### config.mk
export PLATFORM = sky130hd
export DESIGN_NAME = irq_stack_ctrl
export DESIGN_NICKNAME = d
export VERILOG_FILES = /design/src/rtl/irq_stack_pkg.sv /design/src/rtl/irq_gap_timer.sv /design/src/rtl/irq_hold_gate.sv /design/src/rtl/irq_level_stack.sv /design/src/rtl/irq_stack_ctrl.sv
export SDC_FILE = /design/constraint.sdc
export NUM_CORES = 1
export LEC_CHECK = 0
export BUFFER_PORTS_ARGS = -buffer_cell sky130_fd_sc_hd__buf_2
export CORE_UTILIZATION = 40
export CTS_BUF_LIST = sky130_fd_sc_hd__clkbuf_8
export CTS_CLUSTER_DIAMETER = 100
export DETAILED_ROUTE_END_ITERATION = 16
export GPL_TIMING_DRIVEN = 1
export PLACE_DENSITY = 0.66
export SYNTH_ARGS = -nofsm -noshare
export SYNTH_HDL_FRONTEND = slang
export SYNTH_SLANG_ARGS = --single-unit
### constraint.sdc
create_clock -name clk -period 4.52 [get_ports clk]
set_clock_uncertainty 0.2 [all_clocks]
set_input_delay 0.678 -clock clk [delete_from_list [all_inputs] [get_ports clk]]
set_output_delay 0.678 -clock clk [all_outputs]
set_load 0.01 [all_outputs]
### src/rtl/irq_stack_pkg.sv
package irq_stack_pkg;

    // Per-group first-level state
    typedef enum logic [1:0] {
        LVL_OPEN = 2'd0,   // nothing pending: events land in the visible level
        LVL_PEND = 2'd1,   // interrupt pending: events go to the hidden level
        LVL_WAIT = 2'd2    // cleared by host, waiting for the gap to promote
    } lvl_state_e;

    // Smallest allowed deassertion gap after a read
    localparam int unsigned MIN_GAP = 3;

    // Width of a down-counter that can hold value n
    function automatic int unsigned cnt_bits(input int unsigned n);
        return (n < 2) ? 1 : $clog2(n + 1);
    endfunction

endpackage

### src/rtl/irq_gap_timer.sv
module irq_gap_timer
    import irq_stack_pkg::*;
#(
    parameter int unsigned GAP_CYCLES = 3
) (
    input  logic clk,
    input  logic rst,
    input  logic start,
    output logic busy,
    output logic promote
);
    localparam int unsigned GAP = (GAP_CYCLES < MIN_GAP) ? MIN_GAP : GAP_CYCLES;
    localparam int unsigned CW  = cnt_bits(GAP);

    logic [CW-1:0] cnt_q;

    always_ff @(posedge clk) begin
        if (rst) begin
            cnt_q <= '0;
        end else if (start) begin
            cnt_q <= CW'(GAP);
        end else if (cnt_q != '0) begin
            cnt_q <= cnt_q - 1'b1;
        end
    end

    assign busy    = (cnt_q != '0);
    assign promote = (cnt_q == CW'(1)) && !start;

    // the gap never ends early: a running gap that is not restarted counts down by one
    assert_gap_count_R5: assert property (@(posedge clk) disable iff (rst)
        (busy && !start) |=> (cnt_q == $past(cnt_q) - 1'b1));

endmodule

### src/rtl/irq_hold_gate.sv
module irq_hold_gate #(
    parameter int unsigned W = 16
) (
    input  logic         clk,
    input  logic         rst,
    input  logic [W-1:0] ev_in,
    input  logic         dma_irq_evt,
    input  logic         fifo_empty,
    output logic [W-1:0] ev_out,
    output logic         locked
);
    logic         lock_q;
    logic [W-1:0] held_q;

    always_ff @(posedge clk) begin
        if (rst) begin
            lock_q <= 1'b0;
            held_q <= '0;
        end else begin
            if (fifo_empty)       lock_q <= 1'b0;
            else if (dma_irq_evt) lock_q <= 1'b1;
            held_q <= lock_q ? (held_q | ev_in) : '0;
        end
    end

    assign locked = lock_q;
    assign ev_out = lock_q ? '0 : (ev_in | held_q);

    // the hold-off persists until the FIFO reports empty
    assert_lock_hold_R10: assert property (@(posedge clk) disable iff (rst)
        (lock_q && !fifo_empty) |=> lock_q);
    // an empty FIFO releases the hold-off at the next edge
    assert_lock_release_R10: assert property (@(posedge clk) disable iff (rst)
        fifo_empty |=> !lock_q);

endmodule

### src/rtl/irq_level_stack.sv
module irq_level_stack
    import irq_stack_pkg::*;
#(
    parameter int unsigned W = 8
) (
    input  logic         clk,
    input  logic         rst,
    input  logic [W-1:0] ev,
    input  logic [W-1:0] en,
    input  logic [W-1:0] fatal,
    input  logic         rd_clr,
    input  logic         promote,
    output logic [W-1:0] stat,
    output logic         pend,
    output logic         irq_evt
);
    lvl_state_e   st_q, st_d;
    logic [W-1:0] vis_q, vis_d;
    logic [W-1:0] stk_q, stk_d;
    logic         stk_arm_q, stk_arm_d;
    logic [W-1:0] arm_bits;

    assign arm_bits = ev & (fatal | en);
    assign irq_evt  = |arm_bits;

    always_comb begin
        st_d      = st_q;
        vis_d     = vis_q;
        stk_d     = stk_q;
        stk_arm_d = stk_arm_q;
        if (rd_clr) begin
            vis_d     = '0;
            st_d      = LVL_WAIT;
            stk_d     = stk_q | ev;
            stk_arm_d = stk_arm_q | irq_evt;
        end else begin
            unique case (st_q)
                LVL_OPEN: begin
                    vis_d = vis_q | ev;
                    if (irq_evt) st_d = LVL_PEND;
                end
                LVL_PEND: begin
                    stk_d     = stk_q | ev;
                    stk_arm_d = stk_arm_q | irq_evt;
                end
                LVL_WAIT: begin
                    if (promote) begin
                        vis_d     = stk_q | ev;
                        stk_d     = '0;
                        stk_arm_d = 1'b0;
                        st_d      = (stk_arm_q || irq_evt) ? LVL_PEND : LVL_OPEN;
                    end else begin
                        stk_d     = stk_q | ev;
                        stk_arm_d = stk_arm_q | irq_evt;
                    end
                end
                default: st_d = LVL_OPEN;
            endcase
        end
    end

    always_ff @(posedge clk) begin
        if (rst) begin
            st_q      <= LVL_OPEN;
            vis_q     <= '0;
            stk_q     <= '0;
            stk_arm_q <= 1'b0;
        end else begin
            st_q      <= st_d;
            vis_q     <= vis_d;
            stk_q     <= stk_d;
            stk_arm_q <= stk_arm_d;
        end
    end

    assign stat = vis_q;
    assign pend = (st_q == LVL_PEND);

    // visible level frozen while pending and not read
    assert_hide_R3: assert property (@(posedge clk) disable iff (rst)
        (pend && !rd_clr) |=> $stable(stat));
    // a read clears the visible level and the pending flag
    assert_clear_R5: assert property (@(posedge clk) disable iff (rst)
        rd_clr |=> (stat == '0 && !pend));
    // disabled nonfatal events post status without pending
    assert_masked_R6: assert property (@(posedge clk) disable iff (rst)
        (st_q == LVL_OPEN && !rd_clr && !irq_evt && ev != '0)
        |=> (!pend && ((stat & $past(ev)) == $past(ev))));
    // fatal events always arm the pending flag
    assert_fatal_R9: assert property (@(posedge clk) disable iff (rst)
        (st_q == LVL_OPEN && !rd_clr && (ev & fatal) != '0) |=> pend);

endmodule

### src/rtl/irq_stack_ctrl.sv
module irq_stack_ctrl
    import irq_stack_pkg::*;
#(
    parameter int unsigned BUS_W      = 16,
    parameter int unsigned DMA_W      = 8,
    parameter int unsigned GAP_CYCLES = 3
) (
    input  logic             clk,
    input  logic             rst,
    input  logic [BUS_W-1:0] bus_ev,
    input  logic [BUS_W-1:0] bus_en,
    input  logic [BUS_W-1:0] bus_fatal,
    input  logic             bus_rd,
    output logic [BUS_W-1:0] bus_stat,
    input  logic [DMA_W-1:0] dma_ev,
    input  logic [DMA_W-1:0] dma_en,
    input  logic [DMA_W-1:0] dma_fatal,
    input  logic             dma_rd,
    output logic [DMA_W-1:0] dma_stat,
    input  logic             dma_fifo_empty,
    output logic             irq_n
);
    logic [BUS_W-1:0] bus_ev_q;
    logic             bus_locked;
    logic             bus_pend, dma_pend;
    logic             bus_irq_evt, dma_irq_evt;
    logic             gap_busy, gap_promote;

    irq_hold_gate #(.W(BUS_W)) u_hold (
        .clk         (clk),
        .rst         (rst),
        .ev_in       (bus_ev),
        .dma_irq_evt (dma_irq_evt),
        .fifo_empty  (dma_fifo_empty),
        .ev_out      (bus_ev_q),
        .locked      (bus_locked)
    );

    irq_level_stack #(.W(BUS_W)) u_bus_lvl (
        .clk     (clk),
        .rst     (rst),
        .ev      (bus_ev_q),
        .en      (bus_en),
        .fatal   (bus_fatal),
        .rd_clr  (bus_rd),
        .promote (gap_promote),
        .stat    (bus_stat),
        .pend    (bus_pend),
        .irq_evt (bus_irq_evt)
    );

    irq_level_stack #(.W(DMA_W)) u_dma_lvl (
        .clk     (clk),
        .rst     (rst),
        .ev      (dma_ev),
        .en      (dma_en),
        .fatal   (dma_fatal),
        .rd_clr  (dma_rd),
        .promote (gap_promote),
        .stat    (dma_stat),
        .pend    (dma_pend),
        .irq_evt (dma_irq_evt)
    );

    irq_gap_timer #(.GAP_CYCLES(GAP_CYCLES)) u_gap (
        .clk     (clk),
        .rst     (rst),
        .start   (bus_rd || dma_rd),
        .busy    (gap_busy),
        .promote (gap_promote)
    );

    assign irq_n = !((bus_pend || dma_pend) && !gap_busy);

    // the pin is released right after any read strobe
    assert_rd_release_R5: assert property (@(posedge clk) disable iff (rst)
        (bus_rd || dma_rd) |=> irq_n);
    // a held bus event never reaches the bus status while locked
    assert_lock_block_R10: assert property (@(posedge clk) disable iff (rst)
        (bus_locked && !bus_rd && !u_bus_lvl.pend && u_bus_lvl.st_q == LVL_OPEN) |=> $stable(bus_stat));

endmodule

==> run metrics <==
CP startpoint kind register; FFs w/ async S/R, synth 0%; clk sink count 73; vias in the first global route between 2000 and 2500; slew at the pin closest to its max-slew limit 0.7236 ns; gpl congestion 0.7244; clk_lat worst skew ~0.34 ns; nets 534; period utilization 51.98%; critical path fanouts, max 27; status finished clean; DR iter-0 viols 125; Reg power frac 51.9%; list of most frequent post-synthesis cells nor2_1, dfxtp_1, a21oi_1, nor3_1, o21ai_0; Yosys warnings 0; H-tree depth 3; GR Layer Usage met3 4.664%; Place WS 1.889 ns; Remaining DRCs 0; Required @ worst endpoint 4.55 ns; Port Buffers 101; Slew headroom roughly half; library cells used by synthesis 33; total global-route track usage 19.33%; switching pwr ~360 uW; Max Cap Viol 0; crit path kind register to register; CTS tree built; fraction of layout instances using a drive strength above 1 28.26%; main area contributors after synthesis dfxtp_1, nor2_1, a21oi_1, nor3_1, o21ai_0; wire per inst 13.18 um; Final ANT Viol Nets 0; largest area contributor in the netlist dfxtp_1; synthesized area per cell between 8 and 9 um^2; Critical Path AT around 2.4 ns; TritonCTS Buffers 9; leakage 0.001626 uW; met1 Track Usage GR about a quarter; Total Power about 1400 uW; register area share after synthesis 48.91%; FMAX approximately 430 MHz; core area 7253 um^2; Post-CTS Resized 0; Pins Over Slew Limit 0; router iterations before antenna repair 4; GR peak layer met2; grt ovf 0; top cell type's share of synthesized area 48.91%; Post-synth EDFFs 0; number of diodes 0; CTS max path bufs 2; Setup WS post-layout 2.170 ns; unrepaired setup endpoints after global routing no; share of power burned in combinational logic 14.7%; DR vias 2820; maximum VDD drop around 0.18 mV; Setup TNS 0 ns; Pint 998.2 uW; Die X 88.43 um; initial antenna violation count 0; Via density roughly 5.0; largest net degree at the start of global routing 33; Worst-path clk slew 0.08 ns; detailed placement HPWL 5.375 mm; count of final setup violators 0; syn_nets 440; pwr dens 366.2 nW/um^2; final wirelength 7.366 mm; Mapped Cells around 360; Crit. End Element register; sw frac roughly a quarter; Setup Buffers After CTS 0; GR Layer Usage met2 31.61%; minimum clock period between 2 and 2.5 ns; root buffer cell clkbuf_8; Main synth FF type dfxtp_1; Clock Power Share 33.3%; Final Hold Fails 0; Std-Cell Rows 31; Worst Hold Class register to register; first-pass GRT wire length 11.34 mm; FF+latch count, synth 73; area grow syn2layout 24.37%; top-count cell post-synth nor2_1; die area 7819 um^2; die height 88.43 um; Initial Util 41.19%; Post-CTS Hold Buffers 0; synthesized area approximately 3000 um^2; IO Pins 102
## per-layer routing
layer	wire, um	share of wire [%]
met5	0	0
met4	155	2.1
met3	605	8.2
met2	3203	43
met1	3402	46
## path summary, 6_finish.rpt
kind | from | end | slack (ns) | cells past startpoint
worst max-delay path | u_gap.cnt_q[0] | u_bus_lvl.stk_arm_q | 2.17 | 7
worst min-delay path | u_bus_lvl.stk_q[14] | u_bus_lvl.stk_q[14] | 0.27 | 2
worst max register to register | u_gap.cnt_q[0] | u_bus_lvl.stk_arm_q | 2.17 | 7
worst min register to register | u_bus_lvl.stk_q[14] | u_bus_lvl.stk_q[14] | 0.27 | 2
## kinds of logic (layout without fill, tap and decap cells)
| kind of cell | count (synthesis) | count (layout) | share of synthesized area (%) |
|---|---|---|---|
| AO/OA/AOI/OAI | 103 | 103 | 21.23 |
| adder cells (fa/ha/maj) | 2 | 2 | 0.8374 |
| buffers and inverters | 24 | 123 | 3.559 |
| XOR/XNOR | 1 | 1 | 0.2932 |
| AND/OR/NAND/NOR | 157 | 157 | 24.79 |
| multiplexers | 1 | 1 | 0.3769 |
| flip-flops | 73 | 73 | 48.91 |
## cell type report
cell class                 count  area, um^2
clock inverter                 5       23.77
sequential                    73        1461
multi-input combinational    264        1420
tap                           99       123.9
clock buffer                  11       151.4
timing repair buffer         103       520.5
fill                         737        3537
inverter                       4       15.01
## per-stage QoR
stage               instance area [um^2]  hold WS, ns  instances  utilization, %
floorplan                           2988       0.2318        361               -
global route                        3716       0.2879        559           51.23
finish                              3716       0.2707        559           51.23
CTS                                 3716       0.2757        559           51.23
global placement                    3541       0.2441        543           48.82
detailed placement                  3541       0.2571        543           48.82
## power by group through the flow
stage	registers (uW)	clock network [uW]	logic, uW
after floorplan	720	0	127
after global placement	720	0	198
after detailed placement	721	0	202
after CTS	707	465	202
after global routing	712	496	226
final	707	453	201
## sequential cells by signal, summed over array words and instances (netlist names)
name	flops
u_dma_lvl.stk_q	8
u_bus_lvl.st_q	2
u_gap.cnt_q	2
u_hold.locked	1
u_dma_lvl.st_q	2
u_dma_lvl.stat	8
u_bus_lvl.stk_q	16
u_hold.held_q	16
u_bus_lvl.stat	16
u_dma_lvl.stk_arm_q	1
u_bus_lvl.stk_arm_q	1
## placed cells by master, fill, tap and decap left out, drive strengths merged
master,count
or3,8
a211oi,8
nor2,85
nor3b,1
xor2,1
nor4b,3
o31ai,10
clkbuf,11
o311a,2
a22o,1
buf,103
inv,7
nand2b,2
mux2,1
o21a,3
nand2,4
ha,2
or2,2
or2b,1
clkinv,1
nor4bb,1
nor2b,5
o21ba,8
and2,2
nand4,3
nor3,40
o21ai,17
dfxtp,73
a21oi,54
clkinvlp,1
## worst max-delay path, stage by stage (launching register included)
cell and delay, ns:
dfxtp_1 0.37, ha_1 0.17, nor3b_2 0.33, nand2_1 0.10
buf_4 0.23, nand2b_1 0.49, inv_1 0.09, a22o_1 0.24
Note: power is estimated with default switching activity, not from simulation.
